### src/rtl/phy_ctrl_pkg.sv
package phy_ctrl_pkg;
  localparam int REG_W      = 16;
  localparam int BIT_SPEED  = 13;
  localparam int BIT_ANEN   = 12;
  localparam int BIT_PDOWN  = 11;
  localparam int BIT_RSTRT  = 9;
  localparam int BIT_DUPLEX = 8;

  typedef struct packed {
    logic ldAnEn;
    logic ldSpeed;
    logic ldDuplex;
    logic ldPower;
    logic ldPinDuplex;
    logic restart;
  } ctrlStrobes_t;
endpackage

### src/rtl/phy_ctrl_ctl.sv
module phy_ctrl_ctl
  import phy_ctrl_pkg::*;
#(
  parameter int W = REG_W
) (
  input  logic                 clk,
  input  logic                 rstN,
  input  logic                 wrEn,
  input  logic [W-1:0]         wrData,
  input  logic                 hwAnEnable,
  input  logic                 fiberMode,
  input  logic                 fiberDuplexPin,
  input  logic                 anEnableEff,
  output ctrlStrobes_t         strobes,
  output logic                 anRestart
);
  logic pinPrev;
  logic pinToggled;
  logic softAnAllowed;

  assign softAnAllowed = hwAnEnable & ~fiberMode;
  assign pinToggled    = fiberMode & (fiberDuplexPin != pinPrev);

  always_comb begin
    strobes             = '0;
    strobes.ldAnEn      = wrEn & softAnAllowed;
    strobes.ldSpeed     = wrEn;
    strobes.ldPower     = wrEn;
    strobes.ldDuplex    = wrEn & ~anEnableEff;
    strobes.ldPinDuplex = pinToggled & ~strobes.ldDuplex;
    strobes.restart     = wrEn & wrData[BIT_RSTRT] & anEnableEff;
  end

  always_ff @(posedge clk) begin
    if (!rstN) begin
      pinPrev   <= 1'b0;
      anRestart <= 1'b0;
    end else begin
      pinPrev   <= fiberDuplexPin;
      anRestart <= strobes.restart;
    end
  end
endmodule

### src/rtl/phy_ctrl_dp.sv
module phy_ctrl_dp
  import phy_ctrl_pkg::*;
#(
  parameter int W = REG_W
) (
  input  logic                 clk,
  input  logic                 rstN,
  input  ctrlStrobes_t         strobes,
  input  logic [W-1:0]         wrData,
  input  logic                 hwAnEnable,
  input  logic                 fiberMode,
  input  logic                 fiberDuplexPin,
  input  logic                 anDuplex,
  input  logic                 anDone,
  output logic                 anEnableEff,
  output logic [W-1:0]         rdData,
  output logic                 powerDown,
  output logic                 forceSpeed100,
  output logic                 forceFullDuplex
);
  logic anEnReg;
  logic speedReg;
  logic duplexReg;
  logic powerReg;

  always_ff @(posedge clk) begin
    if (!rstN) begin
      anEnReg   <= 1'b1;
      speedReg  <= 1'b0;
      duplexReg <= 1'b0;
      powerReg  <= 1'b0;
    end else begin
      if (strobes.ldAnEn)      anEnReg   <= wrData[BIT_ANEN];
      if (strobes.ldSpeed)     speedReg  <= wrData[BIT_SPEED];
      if (strobes.ldPower)     powerReg  <= wrData[BIT_PDOWN];
      if (strobes.ldDuplex)    duplexReg <= wrData[BIT_DUPLEX];
      else if (strobes.ldPinDuplex) duplexReg <= fiberDuplexPin;
    end
  end

  assign anEnableEff     = anEnReg & hwAnEnable & ~fiberMode;
  assign powerDown       = powerReg;
  assign forceSpeed100   = ~anEnableEff & speedReg;
  assign forceFullDuplex = ~anEnableEff & duplexReg;

  always_comb begin
    rdData             = '0;
    rdData[BIT_SPEED]  = speedReg;
    rdData[BIT_ANEN]   = fiberMode ? 1'b0 : anEnReg;
    rdData[BIT_PDOWN]  = powerReg;
    rdData[BIT_DUPLEX] = anEnableEff ? (anDone & anDuplex) : duplexReg;
  end
endmodule

### src/rtl/phy_ctrl_reg.sv
module phy_ctrl_reg
  import phy_ctrl_pkg::*;
#(
  parameter int W = REG_W
) (
  input  logic         clk,
  input  logic         rstN,
  input  logic         wrEn,
  input  logic [W-1:0] wrData,
  output logic [W-1:0] rdData,
  input  logic         hwAnEnable,
  input  logic         fiberMode,
  input  logic         fiberDuplexPin,
  input  logic         anDuplex,
  input  logic         anDone,
  output logic         anEnable,
  output logic         anRestart,
  output logic         powerDown,
  output logic         forceSpeed100,
  output logic         forceFullDuplex
);
  ctrlStrobes_t strobes;
  logic         anEnableEff;

  phy_ctrl_ctl #(.W(W)) ctl_i (
    .clk(clk), .rstN(rstN), .wrEn(wrEn), .wrData(wrData),
    .hwAnEnable(hwAnEnable), .fiberMode(fiberMode),
    .fiberDuplexPin(fiberDuplexPin), .anEnableEff(anEnableEff),
    .strobes(strobes), .anRestart(anRestart)
  );

  phy_ctrl_dp #(.W(W)) dp_i (
    .clk(clk), .rstN(rstN), .strobes(strobes), .wrData(wrData),
    .hwAnEnable(hwAnEnable), .fiberMode(fiberMode),
    .fiberDuplexPin(fiberDuplexPin), .anDuplex(anDuplex), .anDone(anDone),
    .anEnableEff(anEnableEff), .rdData(rdData), .powerDown(powerDown),
    .forceSpeed100(forceSpeed100), .forceFullDuplex(forceFullDuplex)
  );

  assign anEnable = anEnableEff;
endmodule

### config.mk
export PLATFORM = sky130hd
export DESIGN_NAME = phy_ctrl_reg
export DESIGN_NICKNAME = d
export VERILOG_FILES = /design/src/rtl/phy_ctrl_pkg.sv /design/src/rtl/phy_ctrl_ctl.sv /design/src/rtl/phy_ctrl_dp.sv /design/src/rtl/phy_ctrl_reg.sv
export SDC_FILE = /design/constraint.sdc
export NUM_CORES = 1
export LEC_CHECK = 0
export BUFFER_PORTS_ARGS = -buffer_cell sky130_fd_sc_hd__buf_2
export CORE_MARGIN = 4
export CORE_UTILIZATION = 29
export DETAILED_ROUTE_END_ITERATION = 16
export HOLD_SLACK_MARGIN = 0.06
export PLACE_DENSITY = 0.79
export SETUP_SLACK_MARGIN = 0.2
export SLEW_MARGIN = 20
export SYNTH_ARGS = -nofsm -noshare
export SYNTH_HDL_FRONTEND = slang
export SYNTH_SLANG_ARGS = --single-unit
### constraint.sdc
create_clock -name clk -period 0.95 [get_ports clk]
set_clock_uncertainty 0.05 [all_clocks]
set_input_delay 0.19 -clock clk [delete_from_list [all_inputs] [get_ports clk]]
set_output_delay 0.19 -clock clk [all_outputs]
set_load 0.02 [all_outputs]
Word level (Yosys, flattened, before mapping)
Index checks and enable logic that the tools add are counted.

storage, ports and cells
  flip-flop bits (word level) = 6
  output and inout bits = 21

cells by class
  equal/unequal tests = 1
  muxes and demuxes = 4
  bitwise gates (word level) = 15
  reductions and logical operators = 1

operator list
  operator               count
  AND 1 bit              12
  2-to-1 mux 1 bit       4
  inverter 1 bit         3
  nonzero test 2 bit     1
  inequality test 1 bit  1

Longest topological paths before layout
Gate-level depths: netlist of run 1.

  depth after elaboration = 8
  mapped depth = 4
  mapped depth without buffers = 3

By module
A second synthesis of run 1 with hierarchy kept.

unflattened totals
  cells, all modules = 47
  area, all modules = 426.7 µm²

modules (own cells, without submodules)
  module        times used  cells each  area each (µm²)
  phy_ctrl_dp   1           36          309.0
  phy_ctrl_ctl  1           11          117.6

Worst setup path after synthesis of run 1
Ideal clock, no wire load.

  kind = flip-flop to output port
  start = register dp_i.anEnReg
  end = output rdData[8]
  data arrival time = 0.911 ns
  required time = 0.710 ns
  path slack = -0.201 ns
  stages on the path, launching flop included = 4
  cells stage by stage = dfxtp_1 > nand3b_4 > and2_4 > a31o_2

between the ends
  word-level cells in the longest chain between the ends = 3

RTL lines
  item                      line                text
  start: declaration        phy_ctrl_dp.sv:21   logic anEnReg;
  start signal: assignment  phy_ctrl_dp.sv:33   if (strobes.ldAnEn) anEnReg <= wrData[BIT_ANEN];
  AND 1 bit (2 in series)   phy_ctrl_dp.sv:41   assign anEnableEff = anEnReg & hwAnEnable & ~fiberMode;
  2-to-1 mux 1 bit          phy_ctrl_dp.sv:51   rdData[BIT_DUPLEX] = anEnableEff ? (anDone & anDuplex) : duplexReg;
  end: declaration          phy_ctrl_reg.sv:10  output logic [W-1:0] rdData,

No other way between the ends.

Final worst setup path of run 1
Same ends and word-level chain as after synthesis.

==> impl_metrics.csv, run 1 <==
group,metric,value,unit
run_status,status,"finished with violations",
run_status,violations,"negative setup slack",
route,wl,909,um
cts,cts-htree-levels,1,
synthesis,synth-simple-area-share,23.6,%
route,via_count,364,
synthesis,synthMuxAreaShare,7.36,%
synthesis,synth_edf_count,0,
worst_setup_path,critPathCaptureType,"output pin",
sta,hold_viol_final,0,
sta,tns,-1940,ps
synthesis,synth_top_area_share,29.4,%
cts,numCtsBuffers,3,
synthesis,yosys_most_used_dff,"dfxtp_1",
power,peakVddDrop,0.425,mV
sta,rsz0062_at_grt,"yes",
cts,cts_root_buf,"clkbuf_4",
layout,fillers,136,
route,avgRoutedWirePerCell,10.4,um
power,power_density,1260,nW/um2
synthesis,synth_area_leaders,"dfxtp_1, buf_4, mux2i_1",
grt,track_usage,9.60,%
route,routed_via_density,4.18,
layout,layout_common_cells,"conb_1, buf_2, buf_6",
grt,antenna_found_initial,0,
worst_setup_path,crit_fanout,3,
sta,fin_ws,-426,ps
place,io_buffers,21,
synthesis,synth_compound_area_share,10.7,%
synthesis,syn-cell-area,408,um2
route,drc,0,
synthesis,avgSynthCellArea,9.27,um2
power,p_seq_share,35.3,%
die,dieArea,2070,um2
sta,slew_viol_final,0,
grt,grt_pass1_vias,350,
cts,worstSkewPairLatency,250,ps
synthesis,ys_ff_latch,6,
grt,grt_max_degree,8,
synthesis,synth_xor_area_share,0,%
synthesis,synth_cell_types,23,
sta,setup_violations,8,
power,intPower,0.541,mW
sta,finalCritPeriodShare,145,%
layout,final_layout_size_suffix_gt1_share,58.3,%
worst_setup_path,setup.worst_path.class,"reg2out",
route,ant_nets,0,
grt,gr-total-overflow,0,
power,p_leak,0.327,nW
cts,cts.clk_slew.worst_paths,50,ps
synthesis,synth_top_family_by_area,"buffers and inverters",
place,place.gp.congestion,0.625,
die,core,1320,um2
power,p_switching,0.237,mW
die,start_util,31.0,%
power,p_comb_share,31.5,%
layout,diodes,0,
synthesis,seq_area_frac_synth,29.4,%
cts,holdBufCountCts,0,
die,die_y,45.5,um
synthesis,synth_top_cell_by_area,"dfxtp_1",
synthesis,synth_warnings,0,
layout,syn_to_final_growth,51.2,%
synthesis,synthCells,44,
grt,grt_first_pass_wirelength,1390,um
route,dr.pass1.iters,4,
cts,cts.sinks,6,
cts,cts_tree,"yes",
worst_setup_path,required,710,ps
sta,hold_slack,104,ps
route,dr.first_iter.drc_count,4,
worst_setup_path,cp-start-kind,"flop",
sta,fmax,727,MHz
die,io_pins,45,
layout,fin_nets,97,
die,die_w,45.5,um
hold_path,hold_path.class,"in2reg",
synthesis,async_reset_ff_share,0,%
die,rows,13,
cts,max-clock-path-buffers,2,
power,netSwitchingFraction,30.5,%
power,clockPowerShare,33.3,%
worst_setup_path,worstPathArrival,1140,ps
run,cap_violations,0,
synthesis,synthAdderAreaFrac,0,%
sta,min_period,1380,ps
repair_timing:
item	in CTS	in global routing
pin swaps	0	0
setup buffers	2	0
endpoints found under the setup margin	12	12
gates resized for setup	20	1
worst paths after layout:
check,start,end,slack (ps),depth (start not counted)
setup / recovery,dp_i.anEnReg,rdData[8],-430,4
hold reg to reg,dp_i.speedReg,dp_i.speedReg,470,2
hold / removal,wrData[12],dp_i.anEnReg,100,3
setup reg to reg,dp_i.anEnReg,dp_i.duplexReg,-110,4
through the flow:
step                      cell area [um2]  setup slack (ps)  utilization [%]  power (mW)  cells
after floorplan                       473              -113                -       0.457     55
after detailed placement              514              -229             39.0       0.484     81
after CTS                             614              -441             46.6       0.787     87
after global routing                  617              -471             46.8       0.821     87
final                                 617              -426             46.8       0.778     87
after global placement                514              -212             39.0       0.479     81
area by class of cell:
cell class                 count  area [um2]  share of cell area (%)
tap                           15        18.8                    3.04
clock buffer                   4        26.3                    4.26
inverter                       1        3.75                   0.609
timing repair buffer          28         214                    34.7
multi-input combinational     33         226                    36.7
sequential                     6         128                    20.7
kinds of logic (layout without fill, tap and decap cells):
logic type | after synthesis | count (layout)
buffers and inverters | 16 | 33
and+or+nand+nor | 13 | 13
DFF | 6 | 6
AOI/OAI and AO/OA | 5 | 5
muxes | 3 | 3
other | 1 | 12
cell usage after synthesis (2+ instances only):
library cell   n
dfxtp_1        6
buf_4         14
nor2b_1        2
mux2i_1        3
critical path, cell delays in order (launching register included):
cell	delay [ps]
dfxtp_2	340
nand3b_4	80
and2_4	140
a31o_4	200
buf_6	120
power groups by stage:
stage	sequential (mW)	combinational (mW)	clock [mW]
after floorplan	0.280	0.177	0
after global placement	0.276	0.204	0
after detailed placement	0.277	0.207	0
after CTS	0.275	0.243	0.269
after global routing	0.276	0.263	0.282
final	0.274	0.245	0.259
state kept, by name, indices dropped and copies added, names as in the netlist:
register / count
ctl_i.anRestart: 1
ctl_i.pinPrev: 1
dp_i.anEnReg: 1
dp_i.duplexReg: 1
dp_i.powerDown: 1
dp_i.speedReg: 1
per-layer routing:
metal | GRT usage [%] | share of wire [%] | up-vias
li1 | - | - | 178
met1 | 10.2 | 31 | 165
met2 | 15.6 | 56 | 21
met3 | 4.35 | 13 | 0
met4 | 5.26 | 0 | 0
met5 | 0 | 0 | -
No activity file was read; power rests on OpenSTA's default activity.
==> inputs of run 2 (changes only) <==
ABC_AREA = 1   (was not set)
==> impl_metrics.csv, run 2 <==
group,metric,value,unit
run_status,violations,"negative setup slack",
die,io_pins,45,
cts,cts.sinks,6,
sta,hold_slack,102,ps
sta,fin_ws,-380,ps
sta,rsz0062_at_grt,"yes",
die,die_y,45.4,um
synthesis,synth_top_area_share,29.6,%
route,via_count,451,
cts,cts_tree,"yes",
worst_setup_path,cp-start-kind,"flop",
cts,numCtsBuffers,3,
layout,final_util,52.6,%
sta,tns,-2220,ps
power,power_density,1220,nW/um2
sta,hold_viol_final,0,
layout,fin_nets,117,
synthesis,synth_warnings,0,
layout,fin_area,684,um2
cts,cts.clk_slew.worst_paths,50,ps
die,core,1300,um2
place,place.gp.congestion,0.689,
layout,final_layout_size_suffix_gt1_share,57.6,%
synthesis,synth_cell_types,14,
run,cap_violations,0,
hold_path,hold_path.class,"in2reg",
synthesis,synth_edf_count,0,
grt,gr-total-overflow,0,
sta,setup_violations,11,
synthesis,avgSynthCellArea,6.76,um2
power,power.total,0.836,mW
cts,max-clock-path-buffers,2,
power,peakVddDrop,0.674,mV
route,ant_nets,0,
layout,final_cells,107,
route,wl,1100,um
die,dieArea,2060,um2
route,dr.pass1.iters,4,
synthesis,ys_ff_latch,6,
grt,antenna_found_initial,0,
layout,diodes,0,
sta,finalCritPeriodShare,140,%
worst_setup_path,critPathCaptureType,"output pin",
synthesis,yosysMostFrequentCell,"buf_4",
synthesis,synthCells,60,
power,p_leak,0.372,nW
synthesis,synthTopCellsByCount,"buf_4, nand2_1, nor2_1, inv_1",
layout,final_common_cell,"buf_2",
place,placedCellCount,98,
route,routed_via_density,4.21,
route,avgRoutedWirePerCell,10.3,um
route,dr.first_iter.drc_count,8,
layout,layout_common_cells,"buf_2, conb_1, buf_4, buf_6",
grt,grt_max_degree,7,
place,place_area,534,um2
synthesis,synth_area_leaders,"dfxtp_1, buf_4, nand3_1",
sta,fmax,752,MHz
worst_setup_path,setup.worst_path.class,"reg2out",
synthesis,synth_top_cell_by_area,"dfxtp_1",
cts,worstSkewPairLatency,250,ps
worst_setup_path,required,710,ps
layout,syn_to_final_growth,68.8,%
run_status,status,"finished with violations",
cts,cts_root_buf,"clkbuf_4",
grt,grt_first_pass_wirelength,1670,um
cts,cts-htree-levels,1,
grt,grt_pass1_vias,431,
place,dp_slack,-222,ps
sta,min_period,1330,ps
die,start_util,31.2,%
route,drc,0,
synthesis,async_reset_ff_share,0,%
die,rows,13,
place,dp_hpwl,853,um
worst_setup_path,crit_fanout,2,
synthesis,yosys_most_used_dff,"dfxtp_1",
place,io_buffers,21,
grt,track_usage,11.3,%
synthesis,seq_area_frac_synth,29.6,%
synthesis,syn-cell-area,405,um2
sta,slew_viol_final,0,
worst_setup_path,worstPathArrival,1090,ps
die,die_w,45.4,um
[run 2: changes by cell type after synthesis, moves of 2 or more]
cell | before | now
nand2_1 | 1 | 8
nor2_1 | 1 | 8
inv_1 | 1 | 7
nand3_1 | 1 | 6
mux2i_1 | 3 | 0
o21ai_1 | 0 | 3
nor2_2 | 0 | 2
nor2b_1 | 2 | 0
[run 2: final timing paths]
path,startpoint,to,cells after the start,slack [ps]
setup / recovery,dp_i.anEnReg,rdData[12],6,-380
hold / removal,fiberDuplexPin,ctl_i.pinPrev,3,100
setup reg to reg,dp_i.anEnReg,dp_i.duplexReg,8,-200
hold reg to reg,dp_i.speedReg,dp_i.speedReg,2,410
[run 2: layout make-up]
| class | count | area [um2] |
|---|---|---|
| tap | 15 | 18.8 |
| inverter | 8 | 32.5 |
| sequential | 6 | 128 |
| clock buffer | 4 | 26.3 |
| timing repair buffer | 31 | 234 |
| multi-input combinational | 43 | 245 |
| fill | 129 | 617 |
[run 2: cell families after synthesis]
| family | Yosys count | share of synthesized area, % |
|---|---|---|
| other | 1 | 0.925 |
| DFF | 6 | 29.6 |
| AOI/OAI and AO/OA | 4 | 4.94 |
| buffers and inverters | 22 | 33.3 |
| and+or+nand+nor | 27 | 31.2 |
[run 2: what timing repair did]
| item | 4_1_cts | 5_1_grt |
|---|---|---|
| buffers inserted | 3 | 2 |
| setup endpoints to repair | 11 | 12 |
| hold buffers | 0 | 0 |
| resized for setup | 25 | 2 |
| pin swaps | 4 | 0 |
[run 2: layer usage]
| metal | wire (um) | global-route usage [%] |
|---|---|---|
| met5 | 0 | 0 |
| met4 | 0 | 5.26 |
| met3 | 101 | 2.77 |
| met2 | 617 | 21.7 |
| met1 | 380 | 11.0 |
[run 2: power breakdown]
| part | internal (mW) | switching, mW | total (mW) |
|---|---|---|---|
| sequential | 0.268 | 0.00907 | 0.277 |
| combinational | 0.127 | 0.172 | 0.300 |
| clock | 0.160 | 0.0998 | 0.259 |
[run 2: worst max-delay path: stages, from the launching register on]
cell,delay (ps)
dfxtp_2,320
buf_4,130
buf_6,100
buf_6,110
inv_4,50
nor2_4,30
buf_6,120
